### src/rtl/fuse_pkg.sv
package fuse_pkg;

   localparam int WORD_W = 32;
   localparam int CMD_W  = 6;
   localparam int ADR_W  = 16;

   localparam logic [7:0] OFS_MODE   = 8'h00;
   localparam logic [7:0] OFS_CMD    = 8'h04;
   localparam logic [7:0] OFS_START  = 8'h08;
   localparam logic [7:0] OFS_STATUS = 8'h0C;
   localparam logic [7:0] OFS_ADDR   = 8'h28;

   typedef enum logic [CMD_W-1:0] {
      OP_READ   = 6'h00,
      OP_UNLOCK = 6'h02,
      OP_LOCK   = 6'h03,
      OP_PROG   = 6'h08
   } fuse_op_e;

   // read-data word offsets, word 0 first
   function automatic logic [7:0] rd_ofs(input int w);
      return (w == 0) ? 8'h10 : 8'h5C;
   endfunction

   // write-data word offsets, word 0 first
   function automatic logic [7:0] wd_ofs(input int w);
      return (w == 0) ? 8'h2C : 8'h64;
   endfunction

   // key expected at each unlock step
   function automatic logic [WORD_W-1:0] unlock_key(input logic [1:0] step);
      case (step)
         2'd0:    return 32'h0000_000F;
         2'd1:    return 32'h0000_0004;
         2'd2:    return 32'h0000_0008;
         default: return 32'h0000_000D;
      endcase
   endfunction

endpackage

### src/rtl/fuse_regs.sv
module fuse_regs
   import fuse_pkg::*;
#(
   parameter int ROW_WORDS = 1
) (
   input  logic                        clk,
   input  logic                        rst_n,
   input  logic                        bus_wr,
   input  logic [7:0]                  bus_addr,
   input  logic [WORD_W-1:0]           bus_wdata,
   output logic [WORD_W-1:0]           bus_rdata,
   input  logic                        done,
   input  logic                        prog_en,
   input  logic [ROW_WORDS*WORD_W-1:0] rd_row,
   output logic                        mode_on,
   output logic [CMD_W-1:0]            cmd_q,
   output logic [ADR_W-1:0]            addr_q,
   output logic [ROW_WORDS*WORD_W-1:0] wd_row,
   output logic                        launch_req,
   output logic                        clr_done
);

   logic start_q;
   logic wr_start;

   assign wr_start   = bus_wr && (bus_addr == OFS_START);
   assign launch_req = wr_start && bus_wdata[0] && !start_q;
   assign clr_done   = wr_start && !bus_wdata[0];

   always_ff @(posedge clk or negedge rst_n) begin
      if (!rst_n) begin
         mode_on <= 1'b0;
         start_q <= 1'b0;
         cmd_q   <= '0;
         addr_q  <= '0;
         wd_row  <= '0;
      end else if (bus_wr) begin
         if (bus_addr == OFS_MODE)  mode_on <= bus_wdata[0];
         if (bus_addr == OFS_START) start_q <= bus_wdata[0];
         if (bus_addr == OFS_CMD)   cmd_q   <= bus_wdata[CMD_W-1:0];
         if (bus_addr == OFS_ADDR)  addr_q  <= bus_wdata[ADR_W-1:0];
         for (int w = 0; w < ROW_WORDS; w++) begin
            if (bus_addr == wd_ofs(w)) wd_row[w*WORD_W +: WORD_W] <= bus_wdata;
         end
      end
   end

   always_comb begin
      bus_rdata = '0;
      case (bus_addr)
         OFS_MODE:   bus_rdata = {{(WORD_W-1){1'b0}}, mode_on};
         OFS_START:  bus_rdata = {{(WORD_W-1){1'b0}}, start_q};
         OFS_CMD:    bus_rdata = {{(WORD_W-CMD_W){1'b0}}, cmd_q};
         OFS_ADDR:   bus_rdata = {{(WORD_W-ADR_W){1'b0}}, addr_q};
         OFS_STATUS: bus_rdata = {{(WORD_W-3){1'b0}}, prog_en, done, 1'b0};
         default:    bus_rdata = '0;
      endcase
      for (int w = 0; w < ROW_WORDS; w++) begin
         if (bus_addr == rd_ofs(w)) bus_rdata = rd_row[w*WORD_W +: WORD_W];
         if (bus_addr == wd_ofs(w)) bus_rdata = wd_row[w*WORD_W +: WORD_W];
      end
   end

endmodule

### src/rtl/fuse_seq.sv
module fuse_seq
   import fuse_pkg::*;
#(
   parameter int ROW_BITS     = 32,
   parameter int BUSY_BASE    = 4,
   parameter int BUSY_PER_BIT = 1
) (
   input  logic                clk,
   input  logic                rst_n,
   input  logic                launch_req,
   input  logic                mode_on,
   input  logic                clr_done,
   input  logic [CMD_W-1:0]    cmd,
   input  logic [ADR_W-1:0]    addr,
   input  logic [ROW_BITS-1:0] data,
   output logic                busy,
   output logic                done,
   output logic [ADR_W-1:0]    cap_addr,
   output logic [ROW_BITS-1:0] cap_data,
   output logic                rd_fire,
   output logic                en_fire,
   output logic                dis_fire,
   output logic                pg_fire
);

   localparam int MAX_N = BUSY_BASE + BUSY_PER_BIT * ROW_BITS;
   localparam int CNT_W = $clog2(MAX_N + 1);

   logic [CNT_W-1:0] cnt_q;
   logic [CNT_W-1:0] load_n;
   logic [CMD_W-1:0] cap_cmd;
   logic             go;
   logic             fin;

   always_comb begin
      load_n = CNT_W'(BUSY_BASE);
      if (cmd == OP_PROG) load_n = CNT_W'(BUSY_BASE + BUSY_PER_BIT * $countones(data));
   end

   assign go  = launch_req && mode_on && !busy;
   assign fin = busy && (cnt_q == CNT_W'(1));

   always_ff @(posedge clk or negedge rst_n) begin
      if (!rst_n) begin
         busy     <= 1'b0;
         done     <= 1'b0;
         cnt_q    <= '0;
         cap_cmd  <= '0;
         cap_addr <= '0;
         cap_data <= '0;
      end else if (go) begin
         busy     <= 1'b1;
         done     <= 1'b0;
         cnt_q    <= load_n;
         cap_cmd  <= cmd;
         cap_addr <= addr;
         cap_data <= data;
      end else if (busy) begin
         if (fin) begin
            busy <= 1'b0;
            done <= 1'b1;
         end else begin
            cnt_q <= cnt_q - CNT_W'(1);
         end
      end else if (clr_done) begin
         done <= 1'b0;
      end
   end

   assign rd_fire  = fin && (cap_cmd == OP_READ);
   assign en_fire  = fin && (cap_cmd == OP_UNLOCK);
   assign dis_fire = fin && (cap_cmd == OP_LOCK);
   assign pg_fire  = fin && (cap_cmd == OP_PROG);

endmodule

### src/rtl/fuse_unlock.sv
module fuse_unlock
   import fuse_pkg::*;
(
   input  logic              clk,
   input  logic              rst_n,
   input  logic              en_fire,
   input  logic              dis_fire,
   input  logic [WORD_W-1:0] key,
   output logic              prog_en
);

   logic [1:0] step_q;

   always_ff @(posedge clk or negedge rst_n) begin
      if (!rst_n) begin
         step_q  <= 2'd0;
         prog_en <= 1'b0;
      end else if (dis_fire) begin
         step_q  <= 2'd0;
         prog_en <= 1'b0;
      end else if (en_fire && !prog_en) begin
         if (key != unlock_key(step_q)) begin
            step_q <= 2'd0;
         end else if (step_q == 2'd3) begin
            step_q  <= 2'd0;
            prog_en <= 1'b1;
         end else begin
            step_q <= step_q + 2'd1;
         end
      end
   end

endmodule

### src/rtl/fuse_store.sv
module fuse_store
   import fuse_pkg::*;
#(
   parameter int ROW_BITS = 32,
   parameter int NUM_ROWS = 16
) (
   input  logic                clk,
   input  logic                rst_n,
   input  logic                rd_fire,
   input  logic                pg_fire,
   input  logic                prog_en,
   input  logic [ADR_W-1:0]    addr,
   input  logic [ROW_BITS-1:0] data,
   output logic [ROW_BITS-1:0] rd_row
);

   localparam int          IDX_W = $clog2(NUM_ROWS);
   localparam logic [ADR_W:0] DEPTH = (ADR_W+1)'(NUM_ROWS);

   logic                in_range;
   logic                wr_ok;
   logic [ROW_BITS-1:0] rows [NUM_ROWS];

   assign in_range = {1'b0, addr} < DEPTH;
   assign wr_ok    = pg_fire && prog_en && in_range;

   for (genvar r = 0; r < NUM_ROWS; r++) begin : g_row
      logic [ROW_BITS-1:0] q;
      always_ff @(posedge clk or negedge rst_n) begin
         if (!rst_n)                                 q <= '0;
         else if (wr_ok && addr == ADR_W'(r))        q <= q | data;
      end
      assign rows[r] = q;
   end

   always_ff @(posedge clk or negedge rst_n) begin
      if (!rst_n)       rd_row <= '0;
      else if (rd_fire) rd_row <= in_range ? rows[addr[IDX_W-1:0]] : '0;
   end

endmodule

### src/rtl/fuse_array_ctrl.sv
module fuse_array_ctrl
   import fuse_pkg::*;
#(
   parameter int ROW_WORDS    = 1,
   parameter int NUM_ROWS     = 16,
   parameter int BUSY_BASE    = 4,
   parameter int BUSY_PER_BIT = 1
) (
   input  logic              clk,
   input  logic              rst_n,
   input  logic              bus_wr,
   input  logic [7:0]        bus_addr,
   input  logic [WORD_W-1:0] bus_wdata,
   output logic [WORD_W-1:0] bus_rdata
);

   localparam int ROW_BITS = ROW_WORDS * WORD_W;

   if (ROW_WORDS != 1 && ROW_WORDS != 2) begin : g_bad_words
      $error("ROW_WORDS must be 1 or 2");
   end
   if (NUM_ROWS < 2 || NUM_ROWS > 4096) begin : g_bad_rows
      $error("NUM_ROWS must lie in 2..4096");
   end
   if (BUSY_BASE < 1 || BUSY_PER_BIT < 0) begin : g_bad_busy
      $error("BUSY_BASE must be at least 1 and BUSY_PER_BIT not negative");
   end

   logic                mode_on;
   logic [CMD_W-1:0]    cmd_q;
   logic [ADR_W-1:0]    addr_q;
   logic [ROW_BITS-1:0] wd_row;
   logic [ROW_BITS-1:0] rd_row;
   logic                launch_req;
   logic                clr_done;
   logic                busy;
   logic                done;
   logic                prog_en;
   logic [ADR_W-1:0]    cap_addr;
   logic [ROW_BITS-1:0] cap_data;
   logic                rd_fire;
   logic                en_fire;
   logic                dis_fire;
   logic                pg_fire;

   fuse_regs #(.ROW_WORDS(ROW_WORDS)) i_regs (
      .clk, .rst_n, .bus_wr, .bus_addr, .bus_wdata, .bus_rdata,
      .done, .prog_en, .rd_row, .mode_on, .cmd_q, .addr_q, .wd_row,
      .launch_req, .clr_done
   );

   fuse_seq #(
      .ROW_BITS(ROW_BITS), .BUSY_BASE(BUSY_BASE), .BUSY_PER_BIT(BUSY_PER_BIT)
   ) i_seq (
      .clk, .rst_n, .launch_req, .mode_on, .clr_done,
      .cmd(cmd_q), .addr(addr_q), .data(wd_row),
      .busy, .done, .cap_addr, .cap_data,
      .rd_fire, .en_fire, .dis_fire, .pg_fire
   );

   fuse_unlock i_unlock (
      .clk, .rst_n, .en_fire, .dis_fire,
      .key(cap_data[WORD_W-1:0]), .prog_en
   );

   fuse_store #(.ROW_BITS(ROW_BITS), .NUM_ROWS(NUM_ROWS)) i_store (
      .clk, .rst_n, .rd_fire, .pg_fire, .prog_en,
      .addr(cap_addr), .data(cap_data), .rd_row
   );

endmodule

### config.mk
export PLATFORM = sky130hd
export DESIGN_NAME = fuse_array_ctrl
export DESIGN_NICKNAME = d
export VERILOG_FILES = /design/src/rtl/fuse_pkg.sv /design/src/rtl/fuse_regs.sv /design/src/rtl/fuse_seq.sv /design/src/rtl/fuse_unlock.sv /design/src/rtl/fuse_store.sv /design/src/rtl/fuse_array_ctrl.sv
export SDC_FILE = /design/constraint.sdc
export NUM_CORES = 1
export LEC_CHECK = 0
export BUFFER_PORTS_ARGS = -buffer_cell sky130_fd_sc_hd__buf_2
export CAP_MARGIN = 30
export CORE_MARGIN = 2
export CORE_UTILIZATION = 45
export DETAILED_ROUTE_END_ITERATION = 6
export PLACE_DENSITY = 0.64
export SYNTH_ARGS = -nofsm -noshare
export SYNTH_HDL_FRONTEND = slang
export SYNTH_SLANG_ARGS = --single-unit
### constraint.sdc
create_clock -name clk -period 4.7 [get_ports clk]
set_input_delay 0.47 -clock clk [delete_from_list [all_inputs] [get_ports clk]]
set_output_delay 0.47 -clock clk [all_outputs]
set_load 0.02 [all_outputs]
Word level (Yosys, flattened, before mapping)
Index checks and enable logic that the tools add are counted.
W data, S select, Z words.
{"block": "totals", "reg_bits": 665, "input_bits": 43, "out_inout_bits": 32, "word_cells": 195}
{"block": "op_classes", "addsub": 34, "order_cmp": 2, "eq_ne": 33, "muxes": 29, "bitwise": 17, "n_reduce_logical": 50}
{"operator": "$or A32 B32 Y32", "count": 16}
{"operator": "$mux W32", "count": 7}
{"operator": "$bmux W32 S4", "count": 1}
{"operator": "$eq A16 B4 Y1 const B", "count": 8}
{"operator": "$add A6 B6 Y6", "count": 15}
{"operator": "$pmux W16 S5", "count": 1}
{"operator": "$eq A16 B3 Y1 const B", "count": 4}
{"operator": "$add A1 B1 Y2", "count": 16}
{"operator": "$eq A16 B2 Y1 const B", "count": 2}
{"operator": "$ne A32 B32 Y1", "count": 1}
{"operator": "$logic_and A1 B1 Y1", "count": 30}
{"operator": "$mux W6", "count": 4}
{"operator": "$eq A16 B1 Y1 const B", "count": 1}
{"operator": "$eq A8 B4 Y1 const B", "count": 2}
{"operator": "$eq A8 B6 Y1 const B", "count": 2}
{"operator": "$logic_not A16 Y1", "count": 1}
{"operator": "$lt A16 B5 Y1 const B", "count": 1}
{"operator": "$reduce_and A2 Y1", "count": 7}
{"operator": "$eq A6 B2 Y1 const B", "count": 2}
{"operator": "$eq A6 B4 Y1 const B", "count": 2}
{"operator": "$pmux W4 S3", "count": 1}
{"operator": "$mux W1", "count": 11}
{"operator": "$eq A8 B3 Y1 const B", "count": 1}
{"operator": "$eq A8 B5 Y1 const B", "count": 1}
{"operator": "other kinds (19)", "count": 28}

Logic depth before layout (Yosys ltp)
Gate-level depths: netlist (run 1).
{"block": "logic_depth", "word_depth": 10, "ltp_mapped": 20, "mapped_depth_nobuf": 20}

Cells and area by module
A second synthesis (run 1) with hierarchy kept.
{"block": "hier_totals", "hier_cells": 2329, "area_unflattened_um2": 29990.0}
{"module": "fuse_store", "instances": 1, "cells_each": 1683, "area_per_inst_um2": 23221.0, "seq_area_each_um2": 13613.1}
{"module": "fuse_seq", "instances": 1, "cells_each": 392, "area_per_inst_um2": 3648.5, "seq_area_each_um2": 1551.5}
{"module": "fuse_regs", "instances": 1, "cells_each": 219, "area_per_inst_um2": 2768.9, "seq_area_each_um2": 1401.3}
{"module": "fuse_unlock", "instances": 1, "cells_each": 35, "area_per_inst_um2": 351.6, "seq_area_each_um2": 75.1}

Worst setup path after synthesis (run 1)
OpenSTA, ideal clock, no wires.
{"block": "synth_path", "kind": "register to register", "startpoint": "register i_regs.wd_row[2]", "endpoint": "register i_seq.cnt_q[5]", "setup_time_ps": 78, "t_arrival_ps": 4265, "setup_slack_ps": 358, "path_stages_with_launch": 19, "n_path_buf": 0, "path_cell_list": "dfrtp_1 ha_1 inv_1 fa_1 fa_1 inv_1 fa_1 fa_1 inv_1 fa_1 inv_1 ha_1 inv_1 fa_1 nor2b_1 o21ai_0 nand2b_1 a21oi_1 a21oi_1"}
{"block": "synth_via", "elab_chain_cells": 8}
{"item": "start, declared", "line": "fuse_regs.sv:18", "rtl": "output logic [ROW_WORDS*WORD_W-1:0] wd_row,"}
{"item": "start signal, assigned by index", "line": "fuse_regs.sv:43", "rtl": "if (bus_addr == wd_ofs(w)) wd_row[w*WORD_W +: WORD_W] <= bus_wdata;"}
{"item": "$add A1 B1 Y2 (implied by the code)", "line": "fuse_seq.sv:37", "rtl": "if (cmd == OP_PROG) load_n = CNT_W'(BUSY_BASE + BUSY_PER_BIT * $countones(data));"}
{"item": "$add A6 B6 Y6 (implied by the code) (4 in series)", "line": "fuse_seq.sv:37"}
{"item": "$add A4 B6 Y6", "line": "fuse_seq.sv:37"}
{"item": "$mux W6", "line": "fuse_seq.sv:37"}
{"item": "$mux W6", "line": "fuse_seq.sv:51", "rtl": "end else if (go) begin"}
{"item": "end signal, assigned", "line": "fuse_seq.sv:54", "rtl": "cnt_q <= load_n;"}
{"item": "end signal, assigned", "line": "fuse_seq.sv:63", "rtl": "cnt_q <= cnt_q - CNT_W'(1);"}
{"item": "end, declared", "line": "fuse_seq.sv:29", "rtl": "logic [CNT_W-1:0] cnt_q;"}
Every way passes these cells.
A chain may end at the register's enable or synchronous reset.

Worst setup path in the final report (run 1)
{"block": "layout_path", "startpoint": "register i_regs.wd_row[13]", "endpoint": "register i_seq.cnt_q[4]"}
Same word-level chain as after synthesis.

==> impl_metrics.tcl, run 1 <==
set metrics [dict create \
    n_antenna_cell 0 \
    critPathSlowestCell "fa_1" \
    max_slew.worst_pin.slew_ns 1.04 \
    coreArea_mm2 0.0657 \
    drt_iter0_drc 1780 \
    synth_seq_area_share 0.557 \
    fmax_mhz 227 \
    final_common_cell "dfrtp_1" \
    power_density_mw_per_mm2 349 \
    crit_arrival_ns 4.95 \
    syn_nets 2542 \
    cts_made_buffers 71 \
    async_flop_share 1.00 \
    postSynthCellCount 2443 \
    path_common_cell "fa_1" \
    dp_slack_ns 0.116 \
    crit_type "reg2reg" \
    die_h_um 262 \
    post_drt_via_cell_ratio 6.07 \
    finalClockSkew_ns 0.0254 \
    critPathCaptureType "flop" \
    worstSkewPairLatency_ns 0.62 \
    relSlewSlack 0.306 \
    min_path_type "in2reg" \
    synth_top_flop_cell "dfrtp_1" \
    drive_gt1_frac 0.173 \
    synth_compound_area_frac 0.186 \
    synth.distinct_cells 53 \
    synth_simple_gate_area_share 0.0781 \
    grtUsageTotal 0.251 \
    synth_edf_count 0 \
    synth_warnings 0 \
    path_buf_inv 4 \
    place_congestion 0.876 \
    mostFrequentLayoutCells "dfrtp_1, a21o_1, nand2_1" \
    critical_path.cell_chain "ha_1 > inv_1 > fa_1 > fa_1 > inv_1 > fa_1 > fa_1 > inv_1 > fa_1 > inv_1 > ha_1 > a21o_1 > a21oi_1 > xnor2_1 > nand3_1 > nand2_1" \
    finalHoldViolations 0 \
    synth_top_family_by_area "compound AO/OA/AOI/OAI gates" \
    row_count 94 \
    synthAdderAreaFrac 0.0302 \
    dr.pass1.iters 5 \
    io_pins 75 \
    area_growth_syn_to_layout_pct 13.1 \
    final-setup-viol-count 0 \
    vias 20800 \
    grt_max_degree 115 \
    outcome "complete, no violations" \
    drcViolationCount 0 \
    place_area_mm2 0.0314 \
    cp_top_family "adder cells" \
    synthMuxAreaShare 0.114 \
    antenna_left 0 \
    clock_sinks 665 \
    design_power_total_mw 11.8 \
    syn_area_mm2 0.0299 \
    slowest_delay_ns 0.54 \
    setup_ws_ns 0.292 \
    portBuffers 74 \
    rsz0062_at_grt "no" \
    cts-root-buf "clkbuf_16" \
    die_x_um 262 \
    fin_crit_sh 0.938 \
    cts_buffer_depth 3 \
    synth-seq-cells 665 \
    fin_crit_ns 4.41 \
    overflow 0 \
    peakVddDrop_mv 0.208 \
    wirelength_mm 84.8 \
    grt_pass1_vias 21400 \
    grt_pass1_wl_mm 130 \
    place_hpwl_mm 53.4 \
    setup.worst_path.start_class "flop" \
    cts_tree "built" \
    hold_ws_ns 0.0826 \
    num-nets-final 2603 \
    antenna_found_initial 0 \
    die_area_mm2 0.0685 \
    drv_slew 0 \
    fin_tns_setup_ns 0 \
    cap_violations 0 \
    avgSynthCellArea_um2 12.2 \
    cp_data_required_time_ns 5.24 \
    cp_max_fo 4 \
    p_leak_nw 19.4 \
    fin_area_mm2 0.0338 \
    drt-wirelength-per-cell_um 24.8 \
    cts.clk_slew.worst_paths_ns 0.06 \
    start_util 0.454 \
    synthXorXnorAreaFrac 0.00264 \
    cts_htree_levels 3 \
]
==> Yosys cell counts, types with 6 or more instances <==
master | n | area [um2]
a21o_1 | 459 | 3450
a21oi_1 | 42 | 210
a221oi_1 | 33 | 289
a22o_1 | 50 | 438
a22oi_1 | 48 | 360
a31o_2 | 41 | 359
and3_1 | 6 | 37.5
buf_1 | 12 | 45.0
buf_2 | 48 | 240
clkbuf_1 | 87 | 327
dfrtp_1 | 665 | 16600
fa_1 | 27 | 541
ha_1 | 29 | 363
inv_1 | 67 | 251
mux2_2 | 55 | 619
mux2i_1 | 128 | 1280
mux4_2 | 66 | 1490
nand2_1 | 229 | 860
nand2b_1 | 38 | 238
nand3_1 | 40 | 200
nor2_1 | 117 | 439
nor2b_1 | 12 | 75.1
nor3_1 | 10 | 50.1
nor3_2 | 8 | 80.1
nor4_1 | 12 | 75.1
o211ai_1 | 31 | 233
o21ai_0 | 11 | 55.1
o21bai_1 | 15 | 113
xnor2_1 | 9 | 78.8
==> cells by family after synthesis <==
logic type               count (synthesis)
AND/OR/NAND/NOR                        501
XOR/XNOR                                 9
multiplexers                           251
buffers and inverters                  223
AO/OA/AOI/OAI                          738
adder cells (fa/ha/maj)                 56
flip-flops                             665
==> state kept, by name, indices dropped and copies added (netlist names) <==
register          flops
i_regs.addr_q        16
i_store.rd_row       32
i_seq.cap_cmd         6
i_regs.cmd_q          6
i_regs.mode_on        1
i_seq.cap_data       32
i_seq.busy            1
i_seq.cap_addr       16
i_store.g_row.q     512
i_regs.wd_row        32
i_unlock.step_q       2
i_seq.done            1
i_seq.cnt_q           6
i_unlock.prog_en      1
i_regs.start_q        1
==> what timing repair did <==
action                                 4_1_cts  5_1_grt
setup endpoints to repair                    0        2
buffers inserted                             0        3
endpoints found under the hold margin       89        0
hold buffers                                 1        0
gates resized for setup                      0        3
==> through the flow <==
step                      utilization  instances
after floorplan                     -       2443
after global placement          0.478       3290
after detailed placement        0.478       3291
after CTS                       0.514       3419
after global routing            0.514       3422
final                           0.514       3422
==> final cells by class <==
class | count | area (um2)
clock inverter | 10 | 121
multi-input combinational | 1555 | 12400
inverter | 67 | 251
tap | 864 | 1080
clock buffer | 117 | 2210
timing repair buffer | 144 | 1080
fill | 5631 | 31900
sequential | 665 | 16700
==> routing by layer <==
metal | vias to the layer above | wire (um) | global-route usage | part of all wire
met2 | 720 | 39800 | 0.402 | 0.47
met3 | 148 | 5600 | 0.0457 | 0.066
met4 | 0 | 2370 | 0.0868 | 0.028
met1 | 11000 | 36900 | 0.347 | 0.44
met5 | - | 0 | 0 | 0
li1 | 8909 | - | - | -
==> report_power, final <==
group          switching, mW  total (mW)  internal, mW
Combinational          0.257       0.403         0.146
Sequential            0.0228        5.77          5.75
Clock                   2.29        5.61          3.33
==> final timing paths <==
path                                                    start  depth (start not counted)                                  to  slack [ns]
min                                             bus_wdata[29]                          2       i_regs.wd_row[29]$_DFFE_PN0P_        0.08
max reg2reg                     i_regs.wd_row[13]$_DFFE_PN0P_                         16          i_seq.cnt_q[4]$_DFFE_PN0P_        0.29
min reg2reg                i_store.g_row[7].q[16]$_DFFE_PN0P_                          1  i_store.g_row[7].q[16]$_DFFE_PN0P_        0.45
max                             i_regs.wd_row[13]$_DFFE_PN0P_                         16          i_seq.cnt_q[4]$_DFFE_PN0P_        0.29
min in group asynchronous                               rst_n                          2   i_store.g_row[1].q[3]$_DFFE_PN0P_        0.47
max in group asynchronous                               rst_n                          3       i_seq.cap_addr[2]$_DFFE_PN0P_        3.00
(Power assumes the default switching activity.)
==> inputs of run 2 (changes only) <==
--- a/config.mk
+++ b/config.mk
@@ -9,8 +9,10 @@
 export CAP_MARGIN = 30
 export CORE_MARGIN = 2
 export CORE_UTILIZATION = 45
+export CTS_CLUSTER_DIAMETER = 150
 export DETAILED_ROUTE_END_ITERATION = 6
 export PLACE_DENSITY = 0.64
+export SETUP_SLACK_MARGIN = 0.4
 export SYNTH_ARGS = -nofsm -noshare
 export SYNTH_HDL_FRONTEND = slang
 export SYNTH_SLANG_ARGS = --single-unit
==> constraint.sdc (replaced) <==
create_clock -name clk -period 4.8 [get_ports clk]
set_input_delay 0.48 -clock clk [delete_from_list [all_inputs] [get_ports clk]]
set_output_delay 0.48 -clock clk [all_outputs]
set_load 0.02 [all_outputs]
==> run 2 against run 1 <==
Compared with the run above:
- worst hold slack gained 0.014 ns
- first-iteration DRC count grew 6.6%
- setup slack gained 0.099 ns
- utilization grew 0.19 points
- clock power is essentially flat
- total power shrank 0.96%
- routed wire length grew 0.23%
- critical endpoint is now i_seq.cnt_q[5]$_DFFE_PN0P_
- largest cell class unchanged
==> impl_metrics.tcl, run 2 (same netlist as run 1, synthesis figures left out) <==
set metrics [dict create \
    peakVddDrop_mv 0.277 \
    post_drt_via_cell_ratio 6.01 \
    cts_buffer_depth 3 \
    outcome "complete, no violations" \
    startpoint "i_regs.wd_row[16]$_DFFE_PN0P_" \
    largest_reg_flops 512 \
    min_from "bus_wdata[29]" \
    portBuffers 74 \
    swShare 0.216 \
    io_pins 75 \
    finalHoldViolations 0 \
    path_buf_inv 7 \
    clockPowerShare 0.480 \
    dp_cells 3278 \
    combPwrFrac 0.036 \
    place_hpwl_mm 52.9 \
    overflow 0 \
    start_util 0.454 \
    drt-wirelength-per-cell_um 24.8 \
    place_congestion 0.868 \
    grt_pass1_wl_mm 131 \
    antenna_left 0 \
    cp_data_required_time_ns 5.32 \
    wirelength_mm 84.9 \
    area_growth_syn_to_layout_pct 13.5 \
    row_count 94 \
    grt_max_degree 145 \
    grt_pass1_vias 21300 \
    rsz0062_at_grt "yes" \
    drt_iter0_drc 1898 \
    max_slew.worst_pin.slew_ns 0.992 \
    finalClockSkew_ns 0.0327 \
    drive_gt1_frac 0.183 \
    slowest_delay_ns 0.56 \
    seq_power_share 0.484 \
    die_x_um 262 \
    grtUsageTotal 0.252 \
    fin_crit_ns 4.41 \
    p_leak_nw 19.4 \
    critical_path.cell_chain "ha_4 > inv_2 > fa_2 > inv_2 > fa_2 > inv_2 > fa_2 > inv_1 > fa_1 > inv_2 > fa_2 > inv_1 > ha_2 > inv_2 > fa_2 > nor2b_1 > o21ai_1 > nand2b_1 > a21oi_1 > a21oi_1" \
    final-setup-viol-count 0 \
    relSlewSlack 0.337 \
    critPathCaptureType "flop" \
    die_h_um 262 \
    cts_tree "built" \
    min_path_type "in2reg" \
    p_switching_mw 2.52 \
    top_register "i_store.g_row.q" \
    fin_tns_setup_ns 0 \
    cp_top_family "adder cells" \
    cts_made_buffers 72 \
    design_power_total_mw 11.7 \
    power_density_mw_per_mm2 344 \
    vias 20600 \
    timing.rr.start "i_regs.wd_row[16]$_DFFE_PN0P_" \
    drv_slew 0 \
    antenna_found_initial 2 \
    fmax_mhz 227 \
    crit_type "reg2reg" \
    cts-root-buf "clkbuf_16" \
    p_int_mw 9.15 \
    cts_htree_levels 3 \
    fin_crit_sh 0.919 \
    mostFrequentLayoutCells "dfrtp_1, a21o_1, nand2_1" \
    fin_cells 3424 \
    coreArea_mm2 0.0657 \
    drcViolationCount 0 \
    dr.pass1.iters 5 \
    crit_arrival_ns 4.93 \
    cap_violations 0 \
    cts.clk_slew.worst_paths_ns 0.06 \
    die_area_mm2 0.0685 \
    worstSkewPairLatency_ns 0.62 \
    critPathSlowestCell "fa_2" \
    num-nets-final 2608 \
    cp_max_fo 2 \
    final_common_cell "dfrtp_1" \
    clock_sinks 665 \
    setup.worst_path.start_class "flop" \
]
run 2: layout make-up:
cell class              count  area [um2]
diodes                      1        2.50
clock buffers             108        2120
clock inverters            16         255
fillers                  5566       31800
inverters                  67         251
multi-input cells        1555       12500
flip-flops and latches    665       16700
well taps                 864        1080
repair buffers            148        1100
run 2: through the flow:
step / util / cell area, um2 / hold WS (ns) / setup slack, ns
final: 0.516 / 33900 / 0.0965 / 0.391
after global routing: 0.516 / 33900 / 0.0825 / 0.243
after CTS: 0.515 / 33900 / 0.0673 / 0.352
after detailed placement: 0.476 / 31300 / 0.439 / 0.191
after global placement: 0.476 / 31300 / 0.432 / 0.247
after floorplan: - / 29900 / 0.184 / 0.458
run 2: worst paths after layout:
path | end | slack, ns | depth (start not counted)
hold reg to reg | i_store.g_row[6].q[18]$_DFFE_PN0P_ | 0.45 | 1
setup / recovery | i_seq.cnt_q[5]$_DFFE_PN0P_ | 0.39 | 20
setup reg to reg | i_seq.cnt_q[5]$_DFFE_PN0P_ | 0.39 | 20
hold / removal | i_regs.wd_row[29]$_DFFE_PN0P_ | 0.1 | 2
max in group asynchronous | i_store.g_row[1].q[23]$_DFFE_PN0P_ | 2.96 | 3
min in group asynchronous | i_store.g_row[4].q[3]$_DFFE_PN0P_ | 0.50 | 2
run 2: power groups by stage:
stage          logic, mW  clock network, mW  registers (mW)
2_1_floorplan      0.178                  0            5.75
3_3_place_gp       0.371                  0            5.75
3_5_place_dp       0.385                  0            5.76
4_1_cts            0.416               5.69            5.65
5_1_grt            0.476               5.95            5.65
6_report           0.416               5.61            5.65
run 2: per-layer routing:
metal | GRT usage | up-vias | routed length [um]
li1 | - | 8927 | -
met1 | 0.352 | 10800 | 37300
met2 | 0.395 | 712 | 39100
met3 | 0.0483 | 152 | 5860
met4 | 0.0922 | 0 | 2700
met5 | 0 | - | 0
run 2: repair_timing:
item	4_1_cts	5_1_grt
gates cloned	0	0
endpoints found under the hold margin	90	0
pin swaps	11	6
hold buffers	1	0
endpoints found under the setup margin	3	4
resized for setup	15	11
setup buffers	18	2
